==> src/rtl/prot_pkg.sv <==
package prot_pkg;

  localparam int ADDR_W  = 32;
  localparam int SZ_W    = 6;
  localparam int MIN_LOG = 5;
  localparam int MAX_LOG = ADDR_W;

  typedef enum logic [1:0] {
    PERM_NONE       = 2'd0,
    PERM_PRIV_RW    = 2'd1,
    PERM_PRIV_USRRO = 2'd2,
    PERM_FULL       = 2'd3
  } perm_e;

  typedef struct packed {
    logic [ADDR_W-1:0] base;
    logic [SZ_W-1:0]   size_log;
    logic              on;
    perm_e             perm;
    logic              xn;
  } region_t;

  // Bound a written size code into the legal range.
  function automatic logic [SZ_W-1:0] clamp_size(input logic [SZ_W-1:0] k);
    if (k < SZ_W'(MIN_LOG)) return SZ_W'(MIN_LOG);
    if (k > SZ_W'(MAX_LOG)) return SZ_W'(MAX_LOG);
    return k;
  endfunction

  // Address lies inside an aligned power-of-two window.
  function automatic logic region_hit(input logic [ADDR_W-1:0] a,
                                      input logic [ADDR_W-1:0] b,
                                      input logic [SZ_W-1:0]   k);
    logic [ADDR_W-1:0] keep;
    if (k >= SZ_W'(MAX_LOG)) return 1'b1;
    keep = {ADDR_W{1'b1}} << k;
    return ((a ^ b) & keep) == '0;
  endfunction

  // Permission verdict for one region.
  function automatic logic access_ok(input perm_e p, input logic xn,
                                     input logic priv, input logic write,
                                     input logic fetch);
    logic wr;
    if (fetch && xn) return 1'b0;
    wr = write && !fetch;
    case (p)
      PERM_NONE:       return 1'b0;
      PERM_PRIV_RW:    return priv;
      PERM_PRIV_USRRO: return priv || !wr;
      default:         return 1'b1;
    endcase
  endfunction

endpackage

==> src/rtl/prot_region_file.sv <==
module prot_region_file
  import prot_pkg::*;
#(
  parameter int NREG = 8
) (
  input  logic                    clk,
  input  logic                    rst_n,
  input  logic                    reg_we,
  input  logic [$clog2(NREG)+1:0] reg_addr,
  input  logic [ADDR_W-1:0]       reg_wdata,
  output region_t [NREG-1:0]      regs,
  output logic                    unit_en
);
  localparam int IDX_W = $clog2(NREG);
  localparam int RA_W  = IDX_W + 2;

  logic             region_space;
  logic [IDX_W-1:0] wr_idx;
  logic             wr_attr;
  logic             ctl_hit;

  assign region_space = reg_addr[RA_W-1];
  assign wr_idx       = reg_addr[RA_W-2:1];
  assign wr_attr      = reg_addr[0];
  assign ctl_hit      = reg_we && (reg_addr == '0);

  always_ff @(posedge clk or negedge rst_n) begin
    if (!rst_n)       unit_en <= 1'b0;
    else if (ctl_hit) unit_en <= reg_wdata[0];
  end

  for (genvar g = 0; g < NREG; g++) begin : g_region
    region_t r_q;
    logic    sel;
    assign sel = reg_we && region_space && (wr_idx == IDX_W'(g));

    always_ff @(posedge clk or negedge rst_n) begin
      if (!rst_n) begin
        r_q.base     <= '0;
        r_q.size_log <= SZ_W'(MIN_LOG);
        r_q.on       <= 1'b0;
        r_q.perm     <= PERM_NONE;
        r_q.xn       <= 1'b0;
      end else if (sel) begin
        if (wr_attr) begin
          r_q.size_log <= clamp_size(reg_wdata[SZ_W-1:0]);
          r_q.on       <= reg_wdata[6];
          r_q.perm     <= perm_e'(reg_wdata[8:7]);
          r_q.xn       <= reg_wdata[9];
        end else begin
          r_q.base <= reg_wdata;
        end
      end
    end

    assign regs[g] = r_q;
  end

endmodule

==> src/rtl/prot_region_match.sv <==
module prot_region_match
  import prot_pkg::*;
#(
  parameter int NREG = 8
) (
  input  logic [ADDR_W-1:0]  addr,
  input  region_t [NREG-1:0] regs,
  output logic [NREG-1:0]    hit_vec
);
  for (genvar g = 0; g < NREG; g++) begin : g_cmp
    assign hit_vec[g] = regs[g].on && region_hit(addr, regs[g].base, regs[g].size_log);
  end
endmodule

==> src/rtl/prot_prio_pick.sv <==
module prot_prio_pick #(
  parameter int NREG = 8
) (
  input  logic [NREG-1:0]         hit_vec,
  output logic                    any_hit,
  output logic [$clog2(NREG)-1:0] top_idx
);
  localparam int IDX_W = $clog2(NREG);

  always_comb begin
    any_hit = 1'b0;
    top_idx = '0;
    for (int i = 0; i < NREG; i++) begin
      if (hit_vec[i]) begin
        any_hit = 1'b1;
        top_idx = IDX_W'(i);
      end
    end
  end
endmodule

==> src/rtl/prot_region_guard.sv <==
module prot_region_guard
  import prot_pkg::*;
#(
  parameter int NREG = 8
) (
  input  logic                    clk,
  input  logic                    rst_n,
  input  logic                    reg_we,
  input  logic [$clog2(NREG)+1:0] reg_addr,
  input  logic [31:0]             reg_wdata,
  input  logic [31:0]             acc_addr,
  input  logic                    acc_fetch,
  input  logic                    acc_write,
  input  logic                    acc_priv,
  output logic                    acc_allow,
  output logic                    acc_fault,
  output logic                    hit_valid,
  output logic [$clog2(NREG)-1:0] hit_idx
);
  localparam int IDX_W = $clog2(NREG);

  region_t [NREG-1:0] regs;
  logic               unit_en;
  logic [NREG-1:0]    hit_vec;
  logic               any_hit;
  logic [IDX_W-1:0]   top_idx;
  region_t            sel_region;
  logic               sel_xn;
  logic               region_ok;

  prot_region_file #(.NREG(NREG)) u_file (
    .clk       (clk),
    .rst_n     (rst_n),
    .reg_we    (reg_we),
    .reg_addr  (reg_addr),
    .reg_wdata (reg_wdata),
    .regs      (regs),
    .unit_en   (unit_en)
  );

  prot_region_match #(.NREG(NREG)) u_match (
    .addr    (acc_addr),
    .regs    (regs),
    .hit_vec (hit_vec)
  );

  prot_prio_pick #(.NREG(NREG)) u_pick (
    .hit_vec (hit_vec),
    .any_hit (any_hit),
    .top_idx (top_idx)
  );

  assign sel_region = regs[top_idx];
  assign sel_xn     = sel_region.xn;
  assign region_ok  = access_ok(sel_region.perm, sel_region.xn,
                                acc_priv, acc_write, acc_fetch);

  always_comb begin
    if (!unit_en) begin
      acc_allow = 1'b1;
      hit_valid = 1'b0;
      hit_idx   = '0;
    end else if (any_hit) begin
      acc_allow = region_ok;
      hit_valid = 1'b1;
      hit_idx   = top_idx;
    end else begin
      acc_allow = acc_priv;
      hit_valid = 1'b0;
      hit_idx   = '0;
    end
  end

  assign acc_fault = ~acc_allow;

endmodule

==> config.mk <==
export PLATFORM = sky130hd
export DESIGN_NAME = prot_region_guard
export DESIGN_NICKNAME = d
export VERILOG_FILES = /design/src/rtl/prot_pkg.sv /design/src/rtl/prot_region_file.sv /design/src/rtl/prot_region_match.sv /design/src/rtl/prot_prio_pick.sv /design/src/rtl/prot_region_guard.sv
export SDC_FILE = /design/constraint.sdc
export NUM_CORES = 1
export LEC_CHECK = 0
export BUFFER_PORTS_ARGS = -buffer_cell sky130_fd_sc_hd__buf_2
export CORE_UTILIZATION = 60
export DETAILED_ROUTE_END_ITERATION = 10
export PLACE_DENSITY = 0.82
export SLEW_MARGIN = 30
export SYNTH_ARGS = -nofsm -noshare
export SYNTH_HDL_FRONTEND = slang
export SYNTH_SLANG_ARGS = --single-unit
==> constraint.sdc <==
create_clock -name clk -period 5.7 [get_ports clk]
set_input_delay 0.855 -clock clk [delete_from_list [all_inputs] [get_ports clk]]
set_output_delay 0.855 -clock clk [all_outputs]
set_load 0.005 [all_outputs]
Word-level counts from Yosys, hierarchy flattened --
Cells that the tools add are included.
Operators by class: reductions and logical operators 50, divide/modulo/power cells 0, bitwise operators 18, equal/unequal tests 9, shifts and indexed selects 8, multipliers 0, $add $sub $neg 0, mux-type cells 104, magnitude comparators 11
Operator list (number):
- $and A32 B32 Y32 | 8
- $logic_not A32 Y1 | 8
- $shl A32 B6 Y32 const A | 8
- $xor A32 B32 Y32 | 8
- $bmux W42 S3 | 1
- $mux W6 | 18
- $mux W1 | 75
- $ge A6 B6 Y1 const B | 8
- $reduce_and A2 Y1 | 16
- $mux W3 | 7
- $logic_and A1 B1 Y1 | 20
- $eq A3 B3 Y1 const B | 4
- $eq A3 B2 Y1 const B | 2
- $gt A6 B6 Y1 const B | 1
- $lt A6 B3 Y1 const B | 1
- $logic_not A5 Y1 | 1
- $lt A3 B4 Y1 const B | 1
- $mux W2 | 2
- $eq A3 B1 Y1 const B | 1
- $logic_not A3 Y1 | 1
- $pmux W1 S3 | 1
- $eq A2 B1 Y1 const B | 1
- $eq A2 B2 Y1 const B | 1
- $logic_not A1 Y1 | 2
- 3 further kinds | 4
Word-level totals: bits in registers 337, bits in writable memories 0, output and inout port bits 6, memories kept 0, bits in read-only memories 0, bits in latches 0

Depth between registers and ports, before layout --
word-level depth 20, gate-level depth with buffers 14

Cells and area by module --
From an unflattened synthesis, not the netlist that was laid out.
Unflattened totals: cell total of the unflattened synthesis 1592, area total of the unflattened synthesis 18355.1 µm²
Modules (own cells, without submodules):
- prot_region_file | cells an instance 749, seq. area each 8453.1 µm², area an instance 12658.4 µm², times used 1
- prot_region_match | cells an instance 797, seq. area each 0.0 µm², area an instance 5302.6 µm², times used 1
- prot_region_guard | cells an instance 34, seq. area each 0.0 µm², area an instance 336.6 µm², times used 1
- prot_prio_pick | cells an instance 12, seq. area each 0.0 µm², area an instance 57.6 µm², times used 1

Worst setup path after synthesis --
OpenSTA, ideal clock, no wires.
path type input -> output, from input port acc_addr[19], to output port acc_allow, slack 1.366 ns, cell stages on the path 11, data required time 4.845 ns, arrival 3.479 ns, cell sequence buf_2 -> xor2_1 -> o41a_1 -> or4_4 -> o31a_1 -> nand2_1 -> o211ai_4 -> mux2_1 -> o2111ai_1 -> and3b_1 -> o211a_1
On the way: cells in the longest elaborated chain, start to end 19, elaborated cells between the ends (all ways) 66, classes of those cells eq/ne (2); mux (30); bitwise (16); reduce/logical (18)
RTL lines:
- start: declaration | RTL line prot_region_guard.sv:11 | input logic [31:0] acc_addr,
- $xor A32 B32 Y32 | RTL line prot_pkg.sv:37 | return ((a ^ b) & keep) == '0;
- $and A32 B32 Y32 | RTL line prot_pkg.sv:37
- $logic_not A32 Y1 | RTL line prot_pkg.sv:37
- $mux W1 | RTL line prot_pkg.sv:36 | keep = {ADDR_W{1'b1}} << k;
- $logic_and A1 B1 Y1 | RTL line prot_region_match.sv:11 | assign hit_vec[g] = regs[g].on && region_hit(addr, regs[g].base, regs[g].size_log);
- $mux W1 | RTL line prot_prio_pick.sv:14 | if (hit_vec[i]) begin
- $mux W2 (2 in series) | RTL line prot_prio_pick.sv:14
- $mux W3 (4 in series) | RTL line prot_prio_pick.sv:14
- $bmux W42 S3 | RTL line prot_region_guard.sv:53 | assign sel_region = regs[top_idx];
- $mux W3 (not written as such) | RTL line prot_region_guard.sv:53
- $eq A2 B2 Y1, or another cell as far along | RTL line prot_pkg.sv:47 | case (p)
- $pmux W1 S3 / $mux W1 (equally long branches) | RTL line prot_pkg.sv:47, prot_pkg.sv:45
- $mux W1 | RTL line prot_pkg.sv:46 | wr = write && !fetch;
- $mux W1 (*) | RTL line prot_region_guard.sv:63 | end else if (any_hit) begin
- $mux W1 (*) | RTL line prot_region_guard.sv:59 | if (!unit_en) begin
- end: declaration | RTL line prot_region_guard.sv:15 | output logic acc_allow,
Every way passes the cells marked *; elsewhere a longest branch is shown, timed or not. The select of a mux whose other input is x is not followed.

Final worst setup path --
from register u_file.g_region[2].r_q (netlist bit u_file.regs[90]), to output port acc_allow
On the way: cells in the longest elaborated chain, start to end 18, elaborated cells between the ends (all ways) 30, classes of those cells order compare (1); eq/ne (2); shift (1); mux (21); bitwise (1); reduce/logical (4)
RTL lines:
- start: declaration | RTL line prot_region_file.sv:33 | region_t r_q;
- $shl A32 B6 Y32 | RTL line prot_pkg.sv:36
- $and A32 B32 Y32 | RTL line prot_pkg.sv:37
- $logic_not A32 Y1 | RTL line prot_pkg.sv:37
- $mux W1 (*) | RTL line prot_pkg.sv:36
- $logic_and A1 B1 Y1 (*) | RTL line prot_region_match.sv:11
- $mux W2 (2 in series) | RTL line prot_prio_pick.sv:14
- $mux W3 (4 in series) | RTL line prot_prio_pick.sv:14
- $bmux W42 S3 | RTL line prot_region_guard.sv:53
- $mux W3 (not written as such) | RTL line prot_region_guard.sv:53
- $eq A2 B2 Y1, or another cell as far along | RTL line prot_pkg.sv:47
- $pmux W1 S3 / $mux W1 (equally long branches) | RTL line prot_pkg.sv:47, prot_pkg.sv:45
- $mux W1 | RTL line prot_pkg.sv:46
- $mux W1 (*) | RTL line prot_region_guard.sv:63
- $mux W1 (*) | RTL line prot_region_guard.sv:59
Marks and branches as above.

==> results.cfg <==
[run]
maxCapViolCount = 0

[power]
ir_worst_vdd_uv = 319
swShare = 0.331
leakagePower_uw = 0.00891
combPwrFrac = 0.247
switching_power_uw = 2600
intPower_uw = 5250
seqPwrFrac = 0.431
p_per_area_nw_per_um2 = 389
p_clk_frac = 0.322

[global_route]
grt-ovfl-total = 0
antenna_found_initial = 2
grt_use_total = 0.395
grt_pass1_vias = 13600
grt_pass1_wl_um = 89100
grt_max_degree = 101

[cells_and_area]
antenna_cells = 0
layout.nets = 1706
area_growth_pct = 10.3
layout-drive-gt1-share = 0.318
final_core_util = 0.677

[sta]
fmax_ghz = 0.180
tightest_slew_ns = 1.00
maxSlewHeadroom = 0.331
fin_crit_ns = 5.56
fin_crit_sh = 0.975
setup_viol = 0
grt_setup_unrepaired = false
fin_skew_ns = 0
tns_ns = 0
slew_violations = 0
hold_viol_final = 0

[clocking]
cts_resized = 0
postCtsSetupBuffers = 0
cts_tree = yes
holdBufCountCts = 0
htree_levels = 2
clock-sinks = 337
cts-root-buf = clkbuf_16
cts.reportedPaths.clkPinSlew_ns = 0.06
clk_latency_ns = 0.53
cts_buffers = 38
clk_path_buf_depth = 3

[route]
route.detailed.drc = 0
wl_per_cell_um = 29.6
vias_per_cell = 6.80
ant_nets = 0
dr.pass1.iters = 6
drtIter0Drc = 1795
vias = 13900
wirelength_um = 60600

[floorplan]
core_um2 = 29800
initial_core_util = 0.614
dieArea_um2 = 31200
io_pins = 81
die_w_um = 177
die_height_um = 177
fp-row-count = 63

[yosys]
synthSimpleGateAreaFrac = 0.0647
ys_seq_area_frac = 0.462
synth_fp_nets = 1693
synth_xor_area_frac = 0.123
async_flop_share = 1.00
synth_edf_count = 0
synth_flop_cell = dfrtp_1
synth_top_family_by_area = multiplexers
synth_mux_area_frac = 0.200
synth_area_leader_cell = dfrtp_1
synth_compound_area_frac = 0.113
ys_warn_count = 0
syn_avg_cell_area_um2 = 11.3
synth_area_leaders = dfrtp_1, mux2_2, xor2_1
ys_ff_latch = 337
synth_cells = 1618
yosys.cell_types.count = 77
synth_fa_ha_area_frac = 0.00164
syn-cell-area_um2 = 18300
synth_top_cell_area_share = 0.439

[worst_setup_path]
required_ns = 4.85
path_class = reg -> out
startpoint_type = flop
crit_path_max_fanout = 20
endpoint_kind = output port
worstPathArrival_ns = 4.70

[place]
portBuffers = 80
place.gp.congestion = 1.05
dp_hpwl_um = 42600

[worst_hold_path]
hp-class = in -> async

[outcome]
status = finished clean
[cells in the final DEF (no fill, tap or decap), drive strengths merged, types with 7 or more instances in the layout]
cell type and n:
nand4 22, dfstp 16, dfrtp 321, a22oi 13, xnor2 89, a32oi 8, o22ai 7, nor3 17
a31oi 11, o21ai 70, xor2 166, buf 101, nor4 10, inv 24, clkinv 10, o21a 8
a21oi 66, mux2 322, o31ai 7, nand2b 8, nand2 77, nand3 18, clkbuf 53, nor2 51
o211ai 31
[worst max-delay path: stages, from the launching register on]
cell      delay, ns
dfstp_2        0.85
and4_1         0.45
o21a_1         0.21
o211ai_1       0.25
o41ai_1        0.52
a41oi_1        0.23
and2_1         0.25
o21ai_0        0.50
a21oi_1        0.08
a221oi_1       0.34
nand4b_1       0.20
o211a_1        0.17
buf_2          0.11
[routing by layer]
layer / routed length [µm] / vias up / track usage
li1: - / 5814 / -
met1: 23900 / 7082 / 0.533
met2: 26600 / 858 / 0.594
met3: 6110 / 189 / 0.0797
met4: 3920 / 0 / 0.228
met5: 0 / - / 0
[power by group through the flow]
stage                     clock (µW)  sequential (µW)  combinational [µW]
after floorplan                    0             3140                1380
after global placement             0             3360                1830
after detailed placement           0             3390                1870
after CTS                       2550             3350                1890
after global routing            2630             3420                2050
final                           2530             3380                1940
[cell families after synthesis]
group           after synthesis
fa+ha+maj                     3
xor+xnor                    255
mux                         326
compound gates              303
buf+inv                     152
simple gates                242
flops                       337
[state kept, by name, indices dropped and copies added, names as in the netlist]
register	flops
u_file.regs	336
u_file.unit_en	1
[through the flow]
step                      power (µW)  worst slack, ns  instance area (µm²)  hold WS (ns)  instances
after floorplan                 4520             1.37                18300         0.472       1618
after global placement          5190            0.757                18800         0.486       1981
after detailed placement        5260            0.687                18900         0.489       1981
after CTS                       7790            0.222                20200         0.425       2049
after global routing            8100           0.0527                20200         0.452       2049
final                           7850            0.140                20200         0.375       2049
[Yosys cell counts, drive strengths merged (4+ instances only)]
cell type  number
mux2          322
nor4           10
o21bai          4
xor2          166
nand2b          8
o22ai           7
inv            24
nand4          22
o221ai          5
a21o            5
nor2           51
a211oi          6
clkbuf         68
nor3b           4
a22o            4
a21oi          66
o31ai           7
nand3          18
nor3           17
o21a            8
and3            6
or3             4
mux2i           4
a22oi          13
a2111oi         5
o21ai          70
and2            6
dfrtp         321
dfstp          16
a31oi          11
a41oi           6
a32oi           8
a221oi          6
nor2b           5
xnor2          89
a31o            5
buf            60
o211ai         31
nand2          77
[worst paths after layout]
check,start,end,slack [ns],cells past startpoint
min in group clk,u_file.regs[170],u_file.regs[170],0.50,1
hold reg to reg,u_file.regs[170],u_file.regs[170],0.50,1
setup reg to reg,u_file.regs[300],u_file.regs[300],4.26,2
hold / removal,rst_n,u_file.regs[24],0.38,1
setup / recovery,u_file.regs[90],acc_allow,0.14,12
max in group asynchronous,rst_n,u_file.regs[34],4.04,2
[cell type report]
class | instances | area [µm²]
well taps | 390 | 488
fillers | 2258 | 9630
multi-input cells | 1129 | 9260
clock buffers | 53 | 1130
flip-flops and latches | 337 | 8450
clock inverters | 15 | 163
repair buffers | 101 | 581
inverters | 24 | 90.1
No activity file was read; power rests on OpenSTA's default activity.
